**src/rtl/dma_cp_pkg.sv**
```systemverilog
// Shared constants for the word copy DMA: status bit positions and counter widths.
package dma_cp_pkg;
    localparam int LEN_W    = 12;        // programmed length field width
    localparam int CNT_W    = LEN_W + 1; // remaining count, all ones means done
    localparam int BIT_BUSY = 15;
    localparam int BIT_DIR  = 14;

    typedef enum logic {
        DIR_LN2EP = 1'b0,
        DIR_EP2LN = 1'b1
    } dir_e;
endpackage

```
**src/rtl/dma_cp_regs.sv**
```systemverilog
// Register slave for the copy DMA. Decodes the control word, holds the two start
// offsets and returns status. Assumes the master holds reg_valid until reg_ack.
module dma_cp_regs
    import dma_cp_pkg::*;
#(
    parameter int ADDR_W = 4,
    parameter int DW     = 32,
    parameter int LN_AW  = 14,
    parameter int EP_AW  = 10
) (
    input  logic              clk,
    input  logic              rst_n,
    input  logic              reg_valid,
    input  logic              reg_we,
    input  logic [ADDR_W-1:0] reg_addr,
    input  logic [DW-1:0]     reg_wdata,
    output logic [DW-1:0]     reg_rdata,
    output logic              reg_ack,
    input  logic              st_busy,
    input  dir_e              st_dir,
    input  logic [CNT_W-1:0]  st_cnt,
    output logic              start_req,
    output dir_e              req_dir,
    output logic [LEN_W-1:0]  req_len,
    output logic [LN_AW-1:0]  ln_ofs,
    output logic [EP_AW-1:0]  ep_ofs
);
    localparam logic [ADDR_W-1:0] A_CTRL   = ADDR_W'(4'h0);
    localparam logic [ADDR_W-1:0] A_LN_OFS = ADDR_W'(4'h8);
    localparam logic [ADDR_W-1:0] A_EP_OFS = ADDR_W'(4'hC);

    logic          acc;
    logic [DW-1:0] status;
    logic          unused_wdata;

    assign acc          = reg_valid && !reg_ack;
    assign start_req    = acc && reg_we && (reg_addr == A_CTRL);
    assign req_dir      = dir_e'(reg_wdata[BIT_DIR]);
    assign req_len      = reg_wdata[LEN_W-1:0];
    assign unused_wdata = ^reg_wdata[DW-1:BIT_DIR+1];

    // Build the status word from the engine state.
    always_comb begin
        status              = '0;
        status[BIT_BUSY]    = st_busy;
        status[BIT_DIR]     = st_dir;
        status[CNT_W-1:0]   = st_cnt;
    end

    // Acknowledge each presented access exactly one cycle later.
    always_ff @(posedge clk) begin
        if (!rst_n) reg_ack <= 1'b0;
        else        reg_ack <= acc;
    end

    // Read data: status at the control address, zero anywhere else.
    always_ff @(posedge clk) begin
        if (!rst_n)                                    reg_rdata <= '0;
        else if (acc && !reg_we && reg_addr == A_CTRL) reg_rdata <= status;
        else                                           reg_rdata <= '0;
    end

    // Offset registers, loaded by writes to their addresses.
    always_ff @(posedge clk) begin
        if (!rst_n) begin
            ln_ofs <= '0;
            ep_ofs <= '0;
        end else if (acc && reg_we) begin
            if (reg_addr == A_LN_OFS) ln_ofs <= reg_wdata[LN_AW-1:0];
            if (reg_addr == A_EP_OFS) ep_ofs <= reg_wdata[EP_AW-1:0];
        end
    end

    p_ack_one_r1: assert property (@(posedge clk) disable iff (!rst_n)
        reg_valid && !reg_ack |=> reg_ack);
    p_ack_drop_r1: assert property (@(posedge clk) disable iff (!rst_n)
        reg_ack |=> !reg_ack);
    p_rdata_zero_r9: assert property (@(posedge clk) disable iff (!rst_n)
        reg_ack && $past(reg_addr) != A_CTRL |-> reg_rdata == '0);
endmodule

```
**src/rtl/dma_cp_ctrl.sv**
```systemverilog
// Transfer sequencer: accepts a start while idle, issues L+2 source reads and
// follows each with a destination write one cycle later, counting down to all ones.
module dma_cp_ctrl
    import dma_cp_pkg::*;
(
    input  logic             clk,
    input  logic             rst_n,
    input  logic             start_req,
    input  dir_e             req_dir,
    input  logic [LEN_W-1:0] req_len,
    output logic             start_go,
    output logic             rd_act,
    output logic             wr_vld,
    output logic             busy,
    output dir_e             dir,
    output logic [CNT_W-1:0] cnt
);
    logic [CNT_W-1:0] rd_left;
    logic [CNT_W-1:0] load_val;

    assign start_go = start_req && !busy;
    assign load_val = {1'b0, req_len} + CNT_W'(1);

    // Sequence reads, writes, the remaining count and the busy flag.
    always_ff @(posedge clk) begin
        if (!rst_n) begin
            busy    <= 1'b0;
            dir     <= DIR_LN2EP;
            cnt     <= '1;
            rd_act  <= 1'b0;
            rd_left <= '0;
            wr_vld  <= 1'b0;
        end else begin
            wr_vld <= rd_act;
            if (start_go) begin
                busy    <= 1'b1;
                dir     <= req_dir;
                cnt     <= load_val;
                rd_act  <= 1'b1;
                rd_left <= load_val;
            end else begin
                if (rd_act) begin
                    if (rd_left == '0) rd_act  <= 1'b0;
                    else               rd_left <= rd_left - 1'b1;
                end
                if (wr_vld) begin
                    cnt <= cnt - 1'b1;
                    if (cnt == '0) busy <= 1'b0;
                end
            end
        end
    end

    p_done_allones_r4: assert property (@(posedge clk) disable iff (!rst_n)
        $fell(busy) |-> &cnt);
    p_cnt_step_r4: assert property (@(posedge clk) disable iff (!rst_n)
        busy && wr_vld && cnt != '0 |=> cnt == $past(cnt) - 1'b1);
    p_busy_hold_r7: assert property (@(posedge clk) disable iff (!rst_n)
        busy && start_req |=> $stable(dir));
    p_wr_in_busy_r5: assert property (@(posedge clk) disable iff (!rst_n)
        wr_vld |-> busy);
endmodule

```
**src/rtl/dma_cp_ptr.sv**
```systemverilog
// Word address pointer for one buffer: loaded from the start offset, stepped by
// one per word moved, wrapping naturally at the buffer's address width.
module dma_cp_ptr #(
    parameter int AW = 10
) (
    input  logic          clk,
    input  logic          rst_n,
    input  logic          load,
    input  logic [AW-1:0] ofs,
    input  logic          step,
    output logic [AW-1:0] ptr
);
    // Load at start, otherwise advance on each step.
    always_ff @(posedge clk) begin
        if (!rst_n)    ptr <= '0;
        else if (load) ptr <= ofs;
        else if (step) ptr <= ptr + 1'b1;
    end
endmodule

```
**src/rtl/word_copy_dma.sv**
```systemverilog
// Dual-buffer word copy DMA top. Connects the register slave, the sequencer and
// one pointer per buffer; the source pointer steps on reads, the destination on writes.
module word_copy_dma
    import dma_cp_pkg::*;
#(
    parameter int ADDR_W = 4,
    parameter int DW     = 32,
    parameter int LN_AW  = 14,
    parameter int EP_AW  = 10
) (
    input  logic              clk,
    input  logic              rst_n,
    input  logic              reg_valid,
    input  logic              reg_we,
    input  logic [ADDR_W-1:0] reg_addr,
    input  logic [DW-1:0]     reg_wdata,
    output logic [DW-1:0]     reg_rdata,
    output logic              reg_ack,
    output logic [LN_AW-1:0]  ln_addr,
    output logic [DW-1:0]     ln_wdata,
    output logic              ln_we,
    input  logic [DW-1:0]     ln_rdata,
    output logic [EP_AW-1:0]  ep_addr,
    output logic [DW-1:0]     ep_wdata,
    output logic              ep_we,
    input  logic [DW-1:0]     ep_rdata
);
    logic             start_req, start_go, rd_act, wr_vld, busy;
    dir_e             req_dir, dir;
    logic [LEN_W-1:0] req_len;
    logic [CNT_W-1:0] cnt;
    logic [LN_AW-1:0] ln_ofs;
    logic [EP_AW-1:0] ep_ofs;
    logic             ln_step, ep_step;

    dma_cp_regs #(.ADDR_W(ADDR_W), .DW(DW), .LN_AW(LN_AW), .EP_AW(EP_AW)) u_regs (
        .clk(clk), .rst_n(rst_n), .reg_valid(reg_valid), .reg_we(reg_we),
        .reg_addr(reg_addr), .reg_wdata(reg_wdata), .reg_rdata(reg_rdata),
        .reg_ack(reg_ack), .st_busy(busy), .st_dir(dir), .st_cnt(cnt),
        .start_req(start_req), .req_dir(req_dir), .req_len(req_len),
        .ln_ofs(ln_ofs), .ep_ofs(ep_ofs)
    );

    dma_cp_ctrl u_ctrl (
        .clk(clk), .rst_n(rst_n), .start_req(start_req), .req_dir(req_dir),
        .req_len(req_len), .start_go(start_go), .rd_act(rd_act),
        .wr_vld(wr_vld), .busy(busy), .dir(dir), .cnt(cnt)
    );

    // Source pointer steps on reads, destination pointer on writes.
    always_comb begin
        ln_step = (dir == DIR_EP2LN) ? wr_vld : rd_act;
        ep_step = (dir == DIR_EP2LN) ? rd_act : wr_vld;
    end

    dma_cp_ptr #(.AW(LN_AW)) u_ln_ptr (
        .clk(clk), .rst_n(rst_n), .load(start_go), .ofs(ln_ofs),
        .step(ln_step), .ptr(ln_addr)
    );

    dma_cp_ptr #(.AW(EP_AW)) u_ep_ptr (
        .clk(clk), .rst_n(rst_n), .load(start_go), .ofs(ep_ofs),
        .step(ep_step), .ptr(ep_addr)
    );

    assign ln_we    = wr_vld && (dir == DIR_EP2LN);
    assign ep_we    = wr_vld && (dir == DIR_LN2EP);
    assign ln_wdata = ep_rdata;
    assign ep_wdata = ln_rdata;

    p_one_dest_r6: assert property (@(posedge clk) disable iff (!rst_n)
        !(ln_we && ep_we));
    p_dir_dest_r6: assert property (@(posedge clk) disable iff (!rst_n)
        ln_we |-> dir == DIR_EP2LN);
endmodule

```
**config.mk**
```make
export PLATFORM = sky130hd
export DESIGN_NAME = word_copy_dma
export DESIGN_NICKNAME = d
export VERILOG_FILES = /design/src/rtl/dma_cp_pkg.sv /design/src/rtl/dma_cp_regs.sv /design/src/rtl/dma_cp_ctrl.sv /design/src/rtl/dma_cp_ptr.sv /design/src/rtl/word_copy_dma.sv
export SDC_FILE = /design/constraint.sdc
export NUM_CORES = 1
export LEC_CHECK = 0
export BUFFER_PORTS_ARGS = -buffer_cell sky130_fd_sc_hd__buf_2
export CAP_MARGIN = 30
export CORE_UTILIZATION = 35
export DETAILED_ROUTE_END_ITERATION = 12
export HOLD_SLACK_MARGIN = 0.05
export PLACE_DENSITY = 0.76
export SYNTH_ARGS = -nofsm -noshare
export SYNTH_HDL_FRONTEND = slang
export SYNTH_SLANG_ARGS = --single-unit
```
**constraint.sdc**
```tcl
create_clock -name clk -period 2.1 [get_ports clk]
set_input_delay 0.42 -clock clk [delete_from_list [all_inputs] [get_ports clk]]
set_output_delay 0.42 -clock clk [all_outputs]
set_load 0.02 [all_outputs]
```
==> summary.txt, run 1 <==
fillers: 1437
WS Path Type: reg -> reg
mux contribution to synthesized area: 5.78%
final setup violating endpoints: 0
root buffer cell: clkbuf_16
number of gates resized after cts: 0
TritonCTS clock tree: built
Area growth syn-to-layout: 8.60%
Port Buf Inserts: 64
chip width: 122 um
biggest area consumer among synthesized cells: dfxtp_1
most common flop cell mapped by yosys: dfxtp_1
Slew HR: 58.1%
CP startpoint: u_ctrl.rd_left[4]$_SDFFE_PN0P_
Async SR Flop Fraction: 0%
DRC errors left: 0
hold path startpoint: reg_we
post-detail-place hpwl: 8.06 mm
max-cap violations: 0
Diodes inserted: 0
critical path data arrival time: 2.25 ns
register bit count reported by yosys: 94
Seq/Total Area, Yosys: 37.2%
1st-iter DRT viols: 231
dpl cells: 755
Fmax: 491 MHz
most common cell in the synthesized netlist: dfxtp_1
via-per-instance ratio: 4.96
Worst VDD drop: 444 uV
Synth Area in Simple Gates: 19.9%
Final Hold Viols: 0
clock latency on the worst-skew pair: 0.35 ns
most common library cells after synthesis: 94 x dfxtp_1, 82 x buf_4, 66 x nor2_1
Total GRT Usage: 15.4%
Hold Buf Count CTS: 0
post-synth top area share: 37.2%
Clock Pin Slew Worst Setup and Hold Paths: 0.06 ns
Yosys warnings: 0
die footprint: 15000 um2
Worst setup EP type: flip-flop
total CTS buffers: 9
I/O pin count: 227
total global routing overflow: 0
Post-Route WL: 11.0 mm
gpl congestion: 0.840
Min-Delay Path Class: in -> reg
first-pass GRT wire length: 17.6 mm
syn avg cell area: 8.90 um2
RSZ-0062 raised after global routing: false
crit share post-route: 97.0%
vias in the first global route: 3558
Pwr Density: 667 nW/um2
Static Leak: 2.26 nW
Reg2Reg Launch Point: u_ctrl.rd_left[4]$_SDFFE_PN0P_
Worst-Margin Slew: 0.625 ns
maximum clock insertion buffer count: 2
Synth Area in XOR/XNOR: 7.96%
Die Span Y: 122 um
Slew Viols, Final: 0
Setup crit start kind: flip-flop
Core Footprint: 14000 um2
Mapped Area: 5060 um2
Tmin final: 2.04 ns
clock skew: 0.00843 ns
H-tree depth: 3
Initial Utilization: 36.2%
worst-path fanout max: 6
final cell count without fillers: 770
Setup Buffers After CTS: 0
pin count of the biggest net entering global routing: 30
Synth Area in Compound Gates: 11.5%
number of synthesized flops with an enable pin: 0
share of cells above drive strength 1: 23.4%
top cells by area, synth: dfxtp_1 37%, buf_4 12%, mux2i_1 5.3%, nor2_1 4.9%, xor2_1 4.3%
largest family of logic cells by synthesized area: simple AND/OR/NAND/NOR gates
remaining antenna violation count: 0
Nets: 697
initial antenna violation count: 0
row cnt: 43
final core occ: 39.3%
DR vias: 3822
number of cells produced by synthesis: 569
DRT Pass-1 Iters: 4
Cell variety after synth: 54
Synth Area in Adders: 1.73%
post-route setup TNS: 0 ns
clock sinks: 94
Data required, critical path: 2.31 ns
outcome: complete, no violations
wire per inst: 14.3 um
==> path summary, 6_finish.rpt <==
| kind | cells past startpoint | slack [ns] | end |
|---|---|---|---|
| worst min-delay path | 2 | 0.30 | u_regs.reg_rdata[0]$_SDFF_PN0_ |
| worst min register to register | 2 | 0.46 | u_ep_ptr.ptr[0]$_SDFFE_PN0P_ |
| worst max register to register | 4 | 0.06 | u_ctrl.rd_left[12]$_SDFFE_PN0P_ |
| worst max-delay path | 4 | 0.06 | u_ctrl.rd_left[12]$_SDFFE_PN0P_ |
==> area by class of cell <==
class,instances,area (um2),share of cell area [%]
clock inverter,5,61.3,1.11
multi-input combinational,373,2450,44.5
tap,180,225,4.10
timing repair buffer,96,611,11.1
clock buffer,10,229,4.16
sequential,94,1880,34.2
inverter,12,45.0,0.819
==> sequential cells by signal, indices dropped and copies added (netlist names) <==
name	count
u_ctrl.busy	1
u_regs.reg_rdata	15
u_ctrl.wr_vld	1
u_regs.reg_ack	1
u_regs.ep_ofs	10
u_ctrl.rd_act	1
u_ctrl.rd_left	13
u_ctrl.cnt	13
u_ln_ptr.ptr	14
u_ep_ptr.ptr	10
u_regs.ln_ofs	14
u_ctrl.dir	1
==> per-layer routing <==
layer	up-vias	part of all wire [%]	GRT usage, %
li1	1897	-	-
met1	1799	46	19.5
met2	117	47	24.3
met3	9	5.9	5.25
met4	0	1.2	5.41
met5	-	0	0
==> through the flow <==
| stage | setup WS, ns | cell area [um2] | power (mW) | hold WS (ns) |
|---|---|---|---|---|
| final | 0.0639 | 5500 | 3.67 | 0.302 |
| after global routing | 0.0220 | 5500 | 3.79 | 0.302 |
| after CTS | 0.0291 | 5490 | 3.69 | 0.294 |
| after detailed placement | -0.0876 | 5200 | 2.08 | 0.455 |
| after global placement | -0.0531 | 5200 | 2.08 | 0.449 |
| after floorplan | 0.0946 | 5120 | 2.19 | 0.436 |
==> cell families after synthesis <==
| logic type | Yosys count |
|---|---|
| simple gates | 197 |
| buf+inv | 118 |
| flops | 94 |
| compound gates | 77 |
| xor+xnor | 46 |
| mux | 29 |
| fa+ha+maj | 7 |
| other cells | 1 |
==> cell usage in the layout (no fill, tap or decap), types with 2 or more instances in the layout <==
cell type	instances
a211oi_2	13
a21oi_1	21
a311oi_2	4
and2_1	14
and3_1	2
buf_12	4
buf_2	64
buf_4	28
clkbuf_16	9
clkinvlp_4	3
conb_1	17
dfxtp_1	94
ha_1	7
inv_1	11
mux2_2	2
mux2i_1	27
nand2_1	34
nand3_1	16
nand4_1	10
nor2_1	66
nor2b_1	3
nor3_1	12
nor3b_1	3
nor4_1	10
nor4b_1	5
o211ai_1	3
o21ai_0	22
o41ai_1	3
or3_1	5
or3b_2	2
or4_1	5
xnor2_1	21
xor2_1	25
==> worst max-delay path, stage by stage, from the launching register on <==
cell	delay, ns
dfxtp_1	0.35
or4_1	0.69
nor4_2	0.44
nor4bb_1	0.34
nor4_1	0.08
==> power breakdown <==
part	internal, mW	switching [mW]	total (mW)
combinational	0.0808	0.152	0.233
clock	0.918	0.702	1.62
sequential	1.80	0.0151	1.81
total	2.80	0.869	3.67
Power figures use the tool's default switching activity.
==> run 2: changes to the inputs <==
Settings changed: CELL_PAD_IN_SITES_DETAIL_PLACEMENT from default to 0, CELL_PAD_IN_SITES_GLOBAL_PLACEMENT from default to 1, CORE_UTILIZATION 35 to 31, PLACE_DENSITY 0.76 to 0.88.
==> summary.txt, run 2 (synthesis results as in run 1) <==
DRT Pass-1 Iters: 4
Net Sw Frac: 22.5%
most common cell after layout, fill and taps aside: dfxtp_1
Tmin final: 2.04 ns
TritonCTS clock tree: built
Static Leak: 2.26 nW
sequential power share: 48.6%
worst-path fanout max: 10
number of gates resized after cts: 0
Fmax: 491 MHz
Diodes inserted: 0
Placement Setup Slack: -0.0627 ns
Setup crit start kind: flip-flop
max-cap violations: 0
Finished Cell Area: 5530 um2
Nets: 693
most frequent cells in the layout: 94 x dfxtp_1, 66 x nor2_1, 64 x buf_2
chip width: 130 um
Min-Delay Path Class: in -> reg
Die Span Y: 130 um
total global routing overflow: 0
Placed Area: 5220 um2
wire per inst: 13.9 um
Final Hold Viols: 0
post-detail-place hpwl: 8.14 mm
Core Footprint: 15900 um2
Hold Buf Count CTS: 0
share of cells above drive strength 1: 23.0%
outcome: complete, no violations
final hold slack: 0.302 ns
Initial Utilization: 31.8%
H-tree depth: 3
Setup Buffers After CTS: 0
critical path data arrival time: 2.25 ns
uppermost layer routed: met4
final core occ: 34.7%
Worst setup EP type: flip-flop
Data required, critical path: 2.32 ns
DRC errors left: 0
Slew Viols, Final: 0
met2 wire len: 5.13 mm
met3 wire length: 596 um
fin worst setup slack: 0.0635 ns
I/O pin count: 227
final setup violating endpoints: 0
Port Buf Inserts: 64
internal power: 2.89 mW
clock skew: 0.00597 ns
dpl cells: 787
clock sinks: 94
WS Path Type: reg -> reg
DRT met1 WL: 5.28 mm
max reg flops: 15
remaining antenna violation count: 0
total CTS buffers: 9
row cnt: 46
combinational share of power: 6.1%
Total GRT Usage: 13.6%
first-pass GRT wire length: 17.7 mm
Power Total: 3.73 mW
pin count of the biggest net entering global routing: 53
die footprint: 16800 um2
Clock Pin Slew Worst Setup and Hold Paths: 0.06 ns
Clk pwr share: 45.2%
largest registers: u_regs.reg_rdata x15, u_ln_ptr.ptr x14, u_regs.ln_ofs x14
Post-Route WL: 11.1 mm
initial antenna violation count: 0
Area growth syn-to-layout: 9.12%
Net Switching: 0.839 mW
vias in the first global route: 3450
Worst VDD drop: 402 uV
maximum clock insertion buffer count: 2
1st-iter DRT viols: 211
root buffer cell: clkbuf_16
final cell count without fillers: 802
Top reg by flops: u_regs.reg_rdata
DR vias: 3733
via-per-instance ratio: 4.65
Pwr Density: 674 nW/um2
crit share post-route: 97.0%
post-route setup TNS: 0 ns
gpl congestion: 0.851
clock latency on the worst-skew pair: 0.34 ns
==> run 2: cell types whose count changed in the layout (fill, tap and decap cells not counted), sizes merged <==
| cell | delta |
|---|---|
| buf | -4 |
| clkinvlp | -2 |
| clkbuf | +2 |
==> run 2: power by group through the flow <==
| stage | clock (mW) | sequential, mW | combinational (mW) |
|---|---|---|---|
| 2_1_floorplan | 0 | 1.86 | 0.334 |
| 3_3_place_gp | 0 | 1.85 | 0.227 |
| 3_5_place_dp | 0 | 1.85 | 0.227 |
| 4_1_cts | 1.71 | 1.81 | 0.228 |
| 5_1_grt | 1.78 | 1.81 | 0.249 |
| 6_report | 1.69 | 1.81 | 0.228 |
==> run 2: final timing paths <==
kind / cells past startpoint / from / to / slack [ns]
max: 7 / u_ctrl.rd_left[0]$_SDFFE_PN0P_ / u_ctrl.rd_left[7]$_SDFFE_PN0P_ / 0.06
min: 2 / reg_we / u_regs.reg_rdata[1]$_SDFF_PN0_ / 0.30
max reg2reg: 7 / u_ctrl.rd_left[0]$_SDFFE_PN0P_ / u_ctrl.rd_left[7]$_SDFFE_PN0P_ / 0.06
min reg2reg: 2 / u_regs.ln_ofs[0]$_SDFFE_PN0P_ / u_ln_ptr.ptr[0]$_SDFFE_PN0P_ / 0.48
==> run 2: final cells by class <==
cell class	count	area [um2]
clock buffer	12	267
clock inverter	3	42.5
timing repair buffer	92	581
fill	1666	10400
multi-input combinational	373	2440
inverter	12	45.0
sequential	94	1880
tap	216	270
==> run 2: critical path, stage by stage, from the launching register on <==
cell and delay (ns):
dfxtp_1 0.31, inv_1 0.08, ha_1 0.14, or4b_1 0.51, o31a_2 0.46, nand3_1 0.15
xor2_1 0.19, a211oi_2 0.09
==> run 2: metal layers <==
layer  up-vias  track usage, %
li1       1884               -
met1      1743            17.6
met2        93            21.9
met3        13            3.65
met4         0            4.51
met5         -               0
==> run 3: changes to the inputs <==
Settings changed: MAX_ROUTING_LAYER from default to met4.
==> summary.txt, run 3 (synthesis results as in run 1) <==
Final Hold Viols: 0
largest registers: u_regs.reg_rdata x15, u_ln_ptr.ptr x14, u_regs.ln_ofs x14
final setup violating endpoints: 0
wire per inst: 13.9 um
clock sinks: 94
CP max stage cell: or4b_1
die footprint: 16800 um2
Top reg by flops: u_regs.reg_rdata
remaining antenna violation count: 0
root buffer cell: clkbuf_16
Placed Area: 5220 um2
total global routing overflow: 0
WP depth: 7
most common cell after layout, fill and taps aside: dfxtp_1
outcome: complete, no violations
Net Switching: 0.838 mW
Tmin final: 2.02 ns
dpl cells: 787
most frequent cells in the layout: 94 x dfxtp_1, 66 x nor2_1, 64 x buf_2
Setup crit start kind: flip-flop
maximum clock insertion buffer count: 2
hold path startpoint: reg_we
reg-to-reg endpoint: u_ctrl.rd_left[7]$_SDFFE_PN0P_
slowest cell delay on critical path: 0.51 ns
via-per-instance ratio: 4.65
Hold Path End: u_regs.reg_rdata[1]$_SDFF_PN0_
share of cells above drive strength 1: 23.0%
combinational share of power: 6.1%
Static Leak: 2.26 nW
Net Sw Frac: 22.5%
chip width: 130 um
clock skew: 0.00476 ns
worst-path fanout max: 10
Slew Viols, Final: 0
CP bufs+invs: 1
fin worst setup slack: 0.0772 ns
Placement Setup Slack: -0.0627 ns
crit-path cells: inv_1 -> ha_1 -> or4b_1 -> o31a_2 -> nand3_1 -> xor2_1 -> a211oi_2
gpl congestion: 0.865
Total GRT Usage: 14.0%
max reg flops: 15
delay-heaviest family, CP: simple AND/OR/NAND/NOR gates
DRT Pass-1 Iters: 4
DR vias: 3730
Port Buf Inserts: 64
number of gates resized after cts: 0
Worst setup EP type: flip-flop
post-route setup TNS: 0 ns
Finished Cell Area: 5530 um2
Core Footprint: 15900 um2
pin count of the biggest net entering global routing: 53
Pwr Density: 674 nW/um2
vias in the first global route: 3448
Data required, critical path: 2.32 ns
sequential power share: 48.7%
Reg2Reg Launch Point: u_ctrl.rd_left[0]$_SDFFE_PN0P_
post-detail-place hpwl: 8.14 mm
final core occ: 34.7%
Setup Buffers After CTS: 0
Worst VDD drop: 402 uV
Clk pwr share: 45.2%
Clock Pin Slew Worst Setup and Hold Paths: 0.06 ns
Die Span Y: 130 um
r2r worst-path depth: 7
row cnt: 46
WS Path Type: reg -> reg
Fmax: 494 MHz
total CTS buffers: 9
Initial Utilization: 31.8%
Min-Delay Path Class: in -> reg
crit share post-route: 96.3%
1st-iter DRT viols: 204
I/O pin count: 227
final cell count without fillers: 802
clock latency on the worst-skew pair: 0.34 ns
Diodes inserted: 0
DRC errors left: 0
Post-Route WL: 11.1 mm
critical path data arrival time: 2.24 ns
H-tree depth: 3
Hold Buf Count CTS: 0
Area growth syn-to-layout: 9.12%
first-pass GRT wire length: 17.6 mm
internal power: 2.89 mW
worst hold stages: 2
reg2reg setup slack: 0.08 ns
TritonCTS clock tree: built
max-cap violations: 0
Nets: 693
initial antenna violation count: 0
-- run 3: cell counts in the layout (fill, tap and decap cells not counted) --
Identical to the previous run, type by type.
-- run 3: layer usage --
| metal | routed length, um | vias up | global-route usage, % |
|---|---|---|---|
| met4 | 131 | 0 | 4.51 |
| li1 | - | 1883 | - |
| met2 | 5150 | 87 | 21.9 |
| met1 | 5390 | 1747 | 17.7 |
| met5 | 0 | - | - |
| met3 | 481 | 13 | 3.53 |
-- run 3: worst max path at each step --
| stage | start | to | slack (ns) |
|---|---|---|---|
| 4_1_cts | u_ctrl.rd_left[0]$_SDFFE_PN0P_ | u_ctrl.rd_left[7]$_SDFFE_PN0P_ | 0.06 |
| 2_1_floorplan | reg_addr[1] | u_ctrl.cnt[1]$_SDFFE_PN1P_ | 0.09 |
| 3_3_place_gp | reg_addr[1] | u_ep_ptr.ptr[8]$_SDFFE_PN0P_ | -0.03 |
| 6_report | u_ctrl.rd_left[0]$_SDFFE_PN0P_ | u_ctrl.rd_left[7]$_SDFFE_PN0P_ | 0.08 |
| 5_1_grt | u_ctrl.rd_left[0]$_SDFFE_PN0P_ | u_ctrl.rd_left[7]$_SDFFE_PN0P_ | -0.004 |
| 3_5_place_dp | reg_addr[1] | u_ep_ptr.ptr[8]$_SDFFE_PN0P_ | -0.06 |
-- run 3: area by class of cell --
type | count | area [um2]
clock buffers | 12 | 267
repair buffers | 92 | 581
inverters | 12 | 45.0
flip-flops and latches | 94 | 1880
multi-input cells | 373 | 2440
clock inverters | 3 | 42.5
well taps | 216 | 270
fillers | 1666 | 10400
-- run 3: through the flow --
step	power, mW	hold slack [ns]
6_report	3.73	0.302
5_1_grt	3.84	0.305
4_1_cts	3.75	0.302
3_5_place_dp	2.08	0.467
3_3_place_gp	2.08	0.455
2_1_floorplan	2.19	0.436
-- run 3: power by group through the flow --
stage,Combinational (mW),Sequential (mW),Clock [mW]
floorplan,0.334,1.86,0
global placement,0.227,1.85,0
detailed placement,0.227,1.85,0
CTS,0.228,1.81,1.71
global route,0.249,1.81,1.78
finish,0.228,1.81,1.69
